===== src/rtl/pirq_pkg.sv =====
package pirq_pkg;
  // sampling tick source for the debounce strobe
  typedef enum logic {
    SRC_SYS  = 1'b0,
    SRC_SLOW = 1'b1
  } dbsrc_e;
endpackage


===== src/rtl/irq_sample_tick.sv =====
// Shared debounce sampling strobe: one pulse every 2^sel counter ticks.
module irq_sample_tick #(
  parameter int SEL_W = 4
) (
  input  logic             clk,
  input  logic             rst,
  input  logic             src_slow,
  input  logic             slow_tick,
  input  logic [SEL_W-1:0] sel,
  output logic             strobe
);
  localparam int CNT_W = (1 << SEL_W) - 1;

  logic [CNT_W-1:0] cnt_q;
  logic [CNT_W-1:0] lim;
  logic             cen;
  logic             strobe_q;

  assign cen = src_slow ? slow_tick : 1'b1;

  // limit = 2^sel - 1: bit b is set when b lies below sel
  always_comb begin
    for (int b = 0; b < CNT_W; b++) begin
      lim[b] = (b < int'(sel));
    end
  end

  always_ff @(posedge clk) begin
    if (rst) begin
      cnt_q    <= '0;
      strobe_q <= 1'b0;
    end else begin
      strobe_q <= 1'b0;
      if (cen) begin
        // >= also wraps a count left above a newly lowered limit
        if (cnt_q >= lim) begin
          cnt_q    <= '0;
          strobe_q <= 1'b1;
        end else begin
          cnt_q <= cnt_q + 1'b1;
        end
      end
    end
  end

  assign strobe = strobe_q;

  // a strobe only follows a cycle in which the selected source ticked
  p_strobe_needs_tick_r8: assert property (@(posedge clk) disable iff (rst)
    strobe_q |-> $past(cen));
endmodule


===== src/rtl/irq_pin_filter.sv =====
// Two-sample agreement filter for one pin.
module irq_pin_filter (
  input  logic clk,
  input  logic rst,
  input  logic strobe,
  input  logic raw,
  output logic filt
);
  logic samp_q;
  logic filt_q;

  always_ff @(posedge clk) begin
    if (rst) begin
      samp_q <= 1'b0;
      filt_q <= 1'b0;
    end else if (strobe) begin
      samp_q <= raw;
      if (raw == samp_q) begin
        filt_q <= raw;
      end
    end
  end

  assign filt = filt_q;

  // the filtered level moves only on a sampling strobe
  p_filter_holds_r6: assert property (@(posedge clk) disable iff (rst)
    !strobe |=> $stable(filt_q));
  // a sample that disagrees with the previous one never moves the output
  p_filter_agree_r6: assert property (@(posedge clk) disable iff (rst)
    (strobe && (raw != samp_q)) |=> $stable(filt_q));
endmodule


===== src/rtl/irq_pin_detect.sv =====
// Edge / level trigger for one pin; hit is valid in the current cycle.
module irq_pin_detect (
  input  logic clk,
  input  logic rst,
  input  logic lvl,
  input  logic en_hi,
  input  logic en_lo,
  input  logic lvl_mode,
  input  logic always_on,
  output logic hit
);
  logic prev_q;
  logic active;

  assign active = always_on | en_hi | en_lo;

  // previous-level register is held while the detector is stopped
  always_ff @(posedge clk) begin
    if (rst) begin
      prev_q <= 1'b0;
    end else if (active) begin
      prev_q <= lvl;
    end
  end

  always_comb begin
    if (lvl_mode) begin
      hit = (en_hi & lvl) | (en_lo & ~lvl);
    end else begin
      hit = (en_hi & lvl & ~prev_q) | (en_lo & ~lvl & prev_q);
    end
  end

  // a stopped detector keeps its remembered level
  p_prev_frozen_r9: assert property (@(posedge clk) disable iff (rst)
    !(always_on || en_hi || en_lo) |=> $stable(prev_q));
endmodule


===== src/rtl/irq_status_reg.sv =====
// Sticky pending bits with write-one-to-clear and a combined request.
module irq_status_reg #(
  parameter int N_PINS = 16
) (
  input  logic              clk,
  input  logic              rst,
  input  logic [N_PINS-1:0] hit,
  input  logic              clr_we,
  input  logic [N_PINS-1:0] clr_bits,
  output logic [N_PINS-1:0] status,
  output logic              irq
);
  logic [N_PINS-1:0] st_q;
  logic [N_PINS-1:0] st_next;
  logic [N_PINS-1:0] clr_mask;
  logic              irq_q;

  assign clr_mask = clr_we ? clr_bits : '0;
  // a detection overrides a clear of the same bit
  assign st_next  = (st_q & ~clr_mask) | hit;

  always_ff @(posedge clk) begin
    if (rst) begin
      st_q  <= '0;
      irq_q <= 1'b0;
    end else begin
      st_q  <= st_next;
      irq_q <= |st_next;
    end
  end

  assign status = st_q;
  assign irq    = irq_q;

  // a pending bit survives unless a one was written to it
  p_sticky_r3: assert property (@(posedge clk) disable iff (rst)
    1'b1 |=> (($past(st_q) & ~(($past(clr_we)) ? $past(clr_bits) : '0) & ~st_q) == '0));
  // a detection always lands, even against a clear
  p_hit_wins_r3: assert property (@(posedge clk) disable iff (rst)
    1'b1 |=> (($past(hit) & ~st_q) == '0));
  // a pending bit rises only after its pin fired
  p_set_needs_hit_r1: assert property (@(posedge clk) disable iff (rst)
    1'b1 |=> ((st_q & ~$past(st_q) & ~$past(hit)) == '0));
  // request line matches the pending bits
  p_irq_or_r4: assert property (@(posedge clk) disable iff (rst)
    irq_q == (|st_q));
endmodule


===== src/rtl/pin_irq_unit.sv =====
// Per-port pin interrupt detector with optional debounce.
module pin_irq_unit #(
  parameter int N_PINS = 16,
  parameter int SEL_W  = 4
) (
  input  logic                clk,
  input  logic                rst,
  input  logic [N_PINS-1:0]   pin_lvl,
  input  logic [2*N_PINS-1:0] irq_en,
  input  logic [N_PINS-1:0]   irq_type,
  input  logic [N_PINS-1:0]   db_en,
  input  logic [SEL_W-1:0]    db_sel,
  input  logic                db_src,
  input  logic                det_always_on,
  input  logic                slow_tick,
  input  logic                clr_we,
  input  logic [N_PINS-1:0]   clr_bits,
  output logic [N_PINS-1:0]   status,
  output logic                irq
);
  logic              strobe;
  logic              src_slow;
  logic [N_PINS-1:0] filt;
  logic [N_PINS-1:0] eff;
  logic [N_PINS-1:0] hit;

  assign src_slow = (db_src == pirq_pkg::SRC_SLOW);

  irq_sample_tick #(.SEL_W(SEL_W)) u_tick (
    .clk       (clk),
    .rst       (rst),
    .src_slow  (src_slow),
    .slow_tick (slow_tick),
    .sel       (db_sel),
    .strobe    (strobe)
  );

  for (genvar i = 0; i < N_PINS; i++) begin : g_pin
    irq_pin_filter u_filt (
      .clk    (clk),
      .rst    (rst),
      .strobe (strobe),
      .raw    (pin_lvl[i]),
      .filt   (filt[i])
    );

    assign eff[i] = db_en[i] ? filt[i] : pin_lvl[i];

    irq_pin_detect u_det (
      .clk       (clk),
      .rst       (rst),
      .lvl       (eff[i]),
      .en_hi     (irq_en[i + N_PINS]),
      .en_lo     (irq_en[i]),
      .lvl_mode  (irq_type[i]),
      .always_on (det_always_on),
      .hit       (hit[i])
    );
  end

  irq_status_reg #(.N_PINS(N_PINS)) u_stat (
    .clk      (clk),
    .rst      (rst),
    .hit      (hit),
    .clr_we   (clr_we),
    .clr_bits (clr_bits),
    .status   (status),
    .irq      (irq)
  );
endmodule


===== config.mk =====
export PLATFORM = sky130hd
export DESIGN_NAME = pin_irq_unit
export DESIGN_NICKNAME = d
export VERILOG_FILES = /design/src/rtl/pirq_pkg.sv /design/src/rtl/irq_sample_tick.sv /design/src/rtl/irq_pin_filter.sv /design/src/rtl/irq_pin_detect.sv /design/src/rtl/irq_status_reg.sv /design/src/rtl/pin_irq_unit.sv
export SDC_FILE = /design/constraint.sdc
export NUM_CORES = 1
export LEC_CHECK = 0
export BUFFER_PORTS_ARGS = -buffer_cell sky130_fd_sc_hd__buf_2
export CORE_UTILIZATION = 30
export CTS_BUF_LIST = sky130_fd_sc_hd__clkbuf_8
export DETAILED_ROUTE_END_ITERATION = 6
export SETUP_SLACK_MARGIN = 0.15
export SYNTH_ARGS = -nofsm -noshare
export SYNTH_HDL_FRONTEND = slang
export SYNTH_SLANG_ARGS = --single-unit

===== constraint.sdc =====
create_clock -name clk -period 7.2 [get_ports clk]
set_clock_uncertainty 0.2 [all_clocks]
set_input_delay 1.8 -clock clk [delete_from_list [all_inputs] [get_ports clk]]
set_output_delay 1.8 -clock clk [all_outputs]
set_load 0.03 [all_outputs]

==> results.txt, run 1 <==
- Setup total negative slack: 0 ps
- Subtracting the final worst setup slack from the clock period gives 4030 ps.
* Largest voltage drop on the vdd net: 0.000113 V
* Final-layout fill cell count: 1386
- Hold slack final: 281 ps
- Entering global routing, the biggest net connects 82 pins.
- DIE WIDTH: 120 µm
* Area growth from synthesis to final layout: 24.0%
- Count of yosys warnings during synthesis: 0
- Critical path's largest stage delay: 790 ps
* Number of buffers on the longest clock path: 2
* Overall track demand over capacity in global routing: 16.1%
- Buffers on Ports: 122
- Share of synthesized area occupied by flip-flops and latches: 39.0%
- Worst setup SP type: primary input
* Outcome: complete, no violations
- Setup violations remaining at the end of the flow were counted as 0.
- Setup slack closes at 3170 ps.
* Hold Vio Cnt, Final: 0
- Critical path start-end classification: primary input to flip-flop
- Count of vias placed by the detailed router: 3857
* Die outline area: 14300 µm²
- Total Nets Final: 727
- Sorting the synthesized cells by area gives the leading types as dfxtp_1 (39%), mux2i_1 (6.3%), a21oi_1 (5.5%).
- Source-to-sink clock delay at the later pin of the worst-skew pair: 350 ps
- After clock tree synthesis, the clock-pin slew on the worst setup and hold paths is 80 ps.
- Counting flops and latches in the post-synthesis netlist gives 81.
* Met2 track demand over resource: 26.3%
* Clock tree from TritonCTS: built
- Leading post-synthesis cells by instance count: dfxtp_1 (81), nor2_1 (52), a21oi_1 (46)
- Post-CTS Resized: 0
- Half-perimeter wire length after placement: 8450 µm
- The initial antenna violation count came to 3.
- The number of max-slew violations in the final report was 0.
* Share of final-layout standard cells stronger than drive strength 1: 25.6%
- The tree built by TritonCTS fans out to 81 sinks.
- The count of nets left with antenna violations once routing finished came out at 0.
- Maximum Capacitance Violations: 0
- After detailed routing, the number of remaining DRC violations is 0.
- Of all nets on the critical path, the largest fanout is 16.
- In the global route stage, met1 resource usage came out at 19.2%.
* Level count of the clock H-tree: 3
- In this run the power density over the cells is 197 nW/µm².
- Fmax achieved: 0.248 GHz
- Crit path top cell by count: a21oi_1
- Overall power consumption after layout is estimated at 1.02 mW.
- Instance count of the mapped netlist: 492
- Mean instance size in the synthesized netlist: 8.46 µm²
* Setup Slack @ Placement: 2810 ps
- Sequential Area: 1620 µm²
- The multi-input combinational cells in the finished layout cover a total of 2440 µm².
- Global routing consumed, on the met3 layer, 6.51% of the routing resources.
- Avg Vias per Cell: 4.89
* Top-level I/O count: 123
* Type of the tightest min-delay check: flip-flop to flip-flop
* # rows: 42
- The number of different library cells used by synthesis comes to 41.
- The analysis attributes to cell leakage a power of 2.23 nW.
- Buffer cell driving the clock tree root: clkbuf_8
- Post-Synthesis Cell Area: 4160 µm²
- Worst slew pin tran: 993 ps
- The congestion estimate from routability-driven global placement came to 0.760.
* Unrepaired setup endpoints after global routing: no
* Most used DFF post-synth: dfxtp_1
- STA puts the critical path data arrival time at 4110 ps.
* EDFF count, synth: 0
- Dividing the detail-routed wire length by the instance count gives 14.2 µm.
* Count of cells along the worst hold path: 2
* Worst Reg2Reg Path Length in Cells: 7
- Final clock period utilization by the worst path: 56.0%
* Core region area: 13400 µm²
- On the critical path, the stage with the largest delay is an instance of a21boi_2.
* Total CTS buffers: 9
- Hold repair after CTS inserted 0 buffers.
- Count of routing violations after the opening detailed-route iteration: 124
- The initial utilization of the core area, before any placement, comes to 31.1%.
- Among all cell types in the netlist, the one instantiated most often is dfxtp_1.
* Overflow after GRT: 0
- Of all flip-flops after synthesis, the portion carrying an async set or reset was 0%.
- Cells fill 38.5% of the core in the end.
- Summed over all instances, the cell type with the most area after synthesis is dfxtp_1.
- First drt pass iteration count: 6
- Die outline height: 120 µm
- First-pass GRT wire length: 18100 µm
- At the worst endpoint, the required time is 7280 ps.
* Post-CTS setup buffer count: 0
- Max transition margin: 33.4%
* Peak-usage layer in the global routing report: met2
* Net count after synthesis: 613
* Area fraction of the dominant cell type after synthesis: 39.0%
* Vias in the first global route: 3811
* Crit-path cells: buf_2 -> and2_1 -> a21oi_1 -> ha_1 -> and3_1 -> a41oi_1 -> a21oi_1 -> o31ai_1 -> a21boi_2 -> nor2b_1
- After detailed routing, the total wire length is 11200 µm.
* Nature of the critical path endpoint: flip-flop
[power breakdown]
| group | leakage [nW] | switching [mW] | total (mW) | internal, mW |
|---|---|---|---|---|
| clock network | 0.120 | 0.159 | 0.394 | 0.235 |
| logic | 1.45 | 0.0858 | 0.150 | 0.0639 |
| registers | 0.660 | 0.0100 | 0.473 | 0.463 |
| total | 2.23 | 0.255 | 1.02 | 0.762 |
[metrics by stage]
stage                     std cells  cell area, µm²
after CTS                       785            5150
after detailed placement        771            4920
after global placement          771            4920
after floorplan                 492            4160
final                           789            5160
after global routing            786            5150
[critical path, delay by kind of cell]
family | cells | cell delay [ps]
AOI/OAI and AO/OA | 5 | 1260
and+or+nand+nor | 3 | 620
adders and majority gates | 1 | 300
buffers and inverters | 1 | 130
[cell type report]
class / count / area share (%)
clock inverters: 4 / 1.82
multi-input cells: 386 / 47.3
repair buffers: 123 / 12.0
diodes: 4 / 0.194
flip-flops and latches: 81 / 31.4
inverters: 5 / 0.364
clock buffers: 10 / 2.67
well taps: 176 / 4.27
[state kept, by name, indices dropped and copies added (netlist names)]
signal,count
u_stat.irq,1
g_pin.u_filt.samp_q,16
u_stat.status,16
g_pin.u_filt.filt,16
u_tick.strobe,1
g_pin.u_det.prev_q,16
u_tick.cnt_q,15
[per-layer routing]
layer,vias to the layer above,share of wire [%]
met5,-,0
met4,0,1.3
met3,10,7.1
met2,95,46
met1,1788,46
li1,1964,-
[placed cells by master (no fill, tap or decap), types with 7 or more instances in the layout]
master,count
or3_1,13
clkbuf_8,10
nor2_1,52
o21ai_0,28
xor2_1,8
a21oi_1,46
or2_1,9
dfxtp_1,81
o21ai_1,18
mux2i_1,26
xnor2_1,14
nand2_1,35
nand3_1,7
and2_1,16
ha_1,15
nor2b_1,13
nor3_2,10
nor3_1,13
buf_2,122
nand2b_1,9
a211oi_1,12
[cells by family after synthesis]
group	count (synthesis)	share of synthesized area (%)
multiplexers	30	7.34
adder cells (fa/ha/maj)	15	4.51
flip-flops	81	39.0
AND/OR/NAND/NOR	189	23.8
AO/OA/AOI/OAI	130	18.4
buffers and inverters	25	2.37
XOR/XNOR	22	4.63
[final timing paths]
kind / from / endpoint / slack, ps
worst max-delay path: db_sel[1] / u_tick.strobe / 3170
worst min-delay path: g_pin[6].u_filt.samp_q / g_pin[6].u_filt.filt / 280
worst max register to register: u_tick.cnt_q[5] / u_tick.strobe / 4660
worst min register to register: g_pin[6].u_filt.samp_q / g_pin[6].u_filt.filt / 280
No activity file was read; power rests on OpenSTA's default activity.
==> inputs of run 2 (changes only) <==
clock period = 3.4 ns   (was 7.2 ns; I/O delays follow)
==> results.txt, run 2 (synthesis results as in run 1) <==
- The flow ran to the end, and the final reports show no timing, DRC or antenna violations.
- For this design, the slowest cell found on the critical path is a21boi_2.
- In this run the critical register-to-register path is captured at u_tick.strobe.
- VDD sags by at most 0.000217 V.
* Worst setup SP type: primary input
- Top-level I/O count: 123
- Number of setup violations in the final report: 0
* Count of vias placed by the detailed router: 3849
- Hold buffers post-CTS: 0
- Commonest non-fill, non-tap cell in the layout: buf_2
* Buffer cell driving the clock tree root: clkbuf_8
- The design draws 2.01 mW.
- Initial core utilization: 31.1%
- Excluding fillers, the count of instances in the completed layout stands at 789.
- At the pin with the least slew margin, the transition time is 953 ps.
* Avg Vias per Cell: 4.88
- Overall track demand over capacity in global routing: 16.4%
- For hold timing, the worst endpoint is g_pin[1].u_filt.filt.
- In this run the static leakage power is 2.21 nW.
- Worst Reg2Reg Path Length in Cells: 7
- Setup Slack @ Placement: 4.71 ps
- The most numerous cell type found on the critical path is a21oi_1.
- Entering global routing, the biggest net connects 74 pins.
- Critical path data arrival time: 3140 ps
* Minimum period implied by the final worst setup slack: 3040 ps
* Share of final-layout standard cells stronger than drive strength 1: 26.0%
* Critical path start-end classification: primary input to flip-flop
- Compared with the post-synthesis result, the final layout area differs by 23.2%.
* Total power divided by cell area: 391 nW/µm²
- Maximum Capacitance Violations: 0
* Fmax achieved: 0.329 GHz
- Buffers on Ports: 122
- CTS clk-pin slew, worst paths: 90 ps
- After filler insertion, the fill cell instance count of the layout stands at 1359.
- The worst setup path is captured at a flip-flop.
- Total Nets Final: 727
- CP max FO: 16
- # rows: 42
* Count of cells along the worst hold path: 2
- For this run, the share of the core covered by cells in the final layout is 38.3%.
- DP Cell Count: 771
- In this run the cell area measured after placement is 4930 µm².
- Once detail routing completed, the nets flagged for antenna violations numbered 0.
- Setup total negative slack: 0 ps
- Die outline area: 14300 µm²
- The HPWL after detailed placement is 8420 µm.
- Clock tree synthesis found a total of 81 sinks.
- The congestion estimate from routability-driven global placement came to 0.762.
- Post-CTS Resized: 0
- Crit-path cells: buf_2 -> and2_1 -> a21oi_1 -> ha_1 -> and3_1 -> a41oi_1 -> a21oi_1 -> o31ai_1 -> a21boi_2 -> nor2b_1
* R2r setup slk: 920 ps
- Summing all non-filler instances in the final layout gives an area of 5130 µm².
- Level count of the clock H-tree: 3
- Final clock period utilization by the worst path: 89.3%
- DIE WIDTH: 120 µm
- TritonCTS built the clock tree.
- In this run the standard cell core region covers 13400 µm².
- From bottom edge to top edge, the die measures 120 µm.
* Antenna violations before repair: 2
- The worst hold path begins at g_pin[1].u_filt.samp_q.
- The number of buffers and inverters on the critical path is 1.
* Critical path's largest stage delay: 760 ps
* Startpoint of the worst register-to-register path: u_tick.cnt_q[5]
- Total detailed-routing wirelength: 11200 µm
- Detail-routed net length per standard cell: 14.2 µm
- The later pin in the worst-skew pair is clocked with a latency of 380 ps.
* First-pass GRT wire length: 18200 µm
* Overflow after GRT: 0
- For this run, design rule violations remaining after detail routing come to 0.
- Final WS setup: 363 ps
* Hold slack final: 281 ps
- Once the clock tree was built, the setup fixing pass inserted 0 buffers.
* Number of buffers on the longest clock path: 2
* Vias in the first global route: 3850
- The final hold violation count came to 0.
- Among cell families on the critical path, the largest total delay comes from compound AO/OA/AOI/OAI gates.
* Max transition margin: 36.1%
- Type of the tightest min-delay check: flip-flop to flip-flop
* Total CTS buffers: 9
- The top cell types in the final layout, fill and taps aside, are buf_2 (122), dfxtp_1 (81), nor2_1 (52).
- Final Max Tran Viols: 0
- Required time at the worst-slack endpoint: 3500 ps
- Unrepaired setup endpoints after global routing: no
* First drt pass iteration count: 4
* Count of routing violations after the opening detailed-route iteration: 135
-- run 2: final cells by class --
cell class,count,area [µm²],share of cell area (%)
clock inverter,6,51.3,1.00
clock buffer,10,138,2.68
sequential,81,1620,31.6
tap,176,220,4.30
antenna,2,5.00,0.0976
multi-input combinational,386,2440,47.6
timing repair buffer,123,631,12.3
inverter,5,18.8,0.366
-- run 2: per-layer routing --
metal  up-vias  global-route usage [%]  wire [µm]
met3        15                    5.80        760
met5         -                       0          0
met4         0                    5.55        172
met1      1771                    20.2       5110
li1       1966                       -          -
met2        97                    26.3       5150
-- run 2: how the worst max path moves through the flow --
stage / startpoint / slack, ps / end / depth (start not counted)
floorplan: db_sel[2] / 490 / u_tick.cnt_q[1] / 10
global placement: db_sel[1] / 60 / u_tick.strobe / 10
detailed placement: db_sel[1] / 5 / u_tick.cnt_q[8] / 10
CTS: db_sel[1] / 400 / u_tick.strobe / 10
global route: db_sel[1] / 190 / u_tick.strobe / 10
finish: db_sel[1] / 360 / u_tick.strobe / 10
-- run 2: worst min-delay path: cells and delay by family (launching register included) --
kind            cells  cell delay, ps
compound gates      2             120
flops               1             320
-- run 2: power by group --
part           internal (mW)  switching (mW)
registers              0.980          0.0211
logic                  0.137           0.183
clock network          0.294           0.391
==> inputs of run 3 (changes only) <==
BUFFER_PORTS_ARGS = -buffer_cell sky130_fd_sc_hd__clkbuf_2   (was -buffer_cell sky130_fd_sc_hd__buf_2)
CORE_ASPECT_RATIO = 1.25   (was not set)
CORE_UTILIZATION = 40   (was 30)
PLACE_DENSITY = 0.67   (was not set)
==> results.txt, run 3 (synthesis results as in run 1) <==
- CP max FO: 16
* CTS clk-pin slew, worst paths: 80 ps
- Type of the tightest min-delay check: flip-flop to flip-flop
- Leakage power summed over all cells: 2.25 nW
- The number of max-slew violations in the final report is 0.
* Cell Area, Placed: 4880 µm²
* Buffer cell driving the clock tree root: clkbuf_8
- For the pin with the worst max-slew slack, the measured transition is 937 ps.
- The finished layout holds 742 standard cells, fillers aside.
- Required time at the worst-slack endpoint: 3490 ps
- Timing would allow up to 0.329 GHz.
- Total power divided by cell area: 394 nW/µm²
* Crit path top cell by count: a21oi_1
* DIE WIDTH: 93.2 µm
- The initial utilization of the core area, before any placement, comes to 41.2%.
- Commonest non-fill, non-tap cell in the layout: clkbuf_2
- The finished cells cover 5070 µm².
- Minimum period implied by the final worst setup slack: 3040 ps
* R2r setup slk: 940 ps
- The floorplan has 41 rows.
- 0 antenna diodes ended up in the layout.
- Level count of the clock H-tree: 3
* Number of nets still failing antenna checks after routing: 0
* Maximum Capacitance Violations: 0
- The first routing iteration left 126 violations.
- The tree built by TritonCTS fans out to 81 sinks.
- The worst setup path is of the primary input to flip-flop kind.
- In the final layout, the share of cells above drive strength 1 is 26.1%.
* Critical path's largest stage delay: 750 ps
- Count of vias placed by the detailed router: 3897
- In this run the vertical extent of the chip is 116 µm.
* Buffers on Ports: 122
- Launch instance of the worst min-delay path: g_pin[12].u_filt.samp_q
- Clock tree from TritonCTS: built
- Total Nets Final: 729
- The design draws 2.00 mW.
- Entering global routing, the biggest net connects 35 pins.
- Startpoint of the worst register-to-register path: u_tick.cnt_q[5]
- Before antenna repair, the detailed router went through 4 iterations.
- Vias in the first global route: 3813
- The die covers 10800 µm².
* First-pass GRT wire length: 17100 µm
* Largest voltage drop on the vdd net: 0.000216 V
- Avg Vias per Cell: 5.25
- In this run, placement finished with an instance count of 726.
- The final critical path takes up 89.3% of the cycle.
* Crit path launch: db_sel[1]
- Detail-routed net length per standard cell: 14.1 µm
- # DRC: 0
* Highest-delay cell along the critical path: a21boi_2
* Total detailed-routing wirelength: 10500 µm
- Post-CTS setup buffer count: 0
* Hold Vio Cnt, Final: 0
- Unrepaired setup endpoints after global routing: no
- The initial antenna violation count was 0.
- At the worst endpoint, the arrival time is 3130 ps.
- Counting the buffers created by CTS gives 9.
- After global routing the overflow that remains totals 0.
* Max transition margin: 37.1%
* Worst setup SP type: primary input
* Top-level I/O count: 123
- Nature of the critical path endpoint: flip-flop
- Area growth from synthesis to final layout: 21.8%
* Overall track demand over capacity in global routing: 20.4%
* Number of setup violations in the final report: 0
- Post-CTS Resized: 0
- At the end of routability-driven placement, the weighted congestion stood at 0.830.
- Setup total negative slack: 0 ps
- Core region area: 10100 µm²
- The run finished with clean final reports.
- Hold repair after CTS inserted 0 buffers.
- Leaving out fill and tap cells, the most frequent cells in the layout are clkbuf_2 (121), dfxtp_1 (81), nor2_1 (52).
* Half-perimeter wire length after placement: 8080 µm
- The clock reaches the later pin of the worst-skew pair after 350 ps.
* Number of buffers on the longest clock path: 2
- Finished Core Util: 50.2%
* Crit-path cells: clkbuf_2 -> and2_1 -> a21oi_1 -> ha_1 -> and3_1 -> a41oi_1 -> a21oi_1 -> o31ai_1 -> a21boi_2 -> nor2b_1
## run 3: cell types whose count changed in the layout (fill, tap and decap cells not counted), moves of 3 or more
cell,previous run,this run
clkbuf_8,10,13
clkinvlp_4,3,0
buf_2,122,1
clkbuf_2,0,121
buf_4,0,3
## run 3: through the flow
step / worst slack [ps] / hold slack, ps
floorplan: 493 / 247
CTS: 361 / 285
global placement: 88.1 / 257
global route: 153 / 308
finish: 364 / 282
detailed placement: -32.9 / 270
## run 3: cell type report
| cell class | count | area [µm²] |
|---|---|---|
| repair buffers | 125 | 633 |
| multi-input cells | 386 | 2440 |
| clock buffers | 13 | 179 |
| clock inverters | 3 | 13.8 |
| flip-flops and latches | 81 | 1620 |
| well taps | 129 | 161 |
| inverters | 5 | 18.8 |
| fillers | 990 | 5040 |
## run 3: power breakdown
group / total [mW] / switching [mW] / internal [mW]
logic: 0.314 / 0.178 / 0.135
registers: 1.00 / 0.0226 / 0.980
clock network: 0.680 / 0.339 / 0.341
total: 2.00 / 0.540 / 1.46
## run 3: per-layer routing
metal	vias up	track usage, %	part of all wire [%]
met5	-	0	0
met4	0	7.90	1.7
met3	17	5.31	6.0
met2	91	35.0	48
met1	1822	24.2	44
li1	1967	-	-
## run 3: final timing paths
path,endpoint,cells past startpoint
max,u_tick.strobe,10
min,g_pin[12].u_filt.filt,2
max reg2reg,u_tick.strobe,7
min reg2reg,g_pin[12].u_filt.filt,2
## run 3: critical path: cells and delay by family
family,cells,cell delay (ps)
AO/OA/AOI/OAI,5,1230
AND/OR/NAND/NOR,3,610
adder cells (fa/ha/maj),1,290
buffers and inverters,1,140
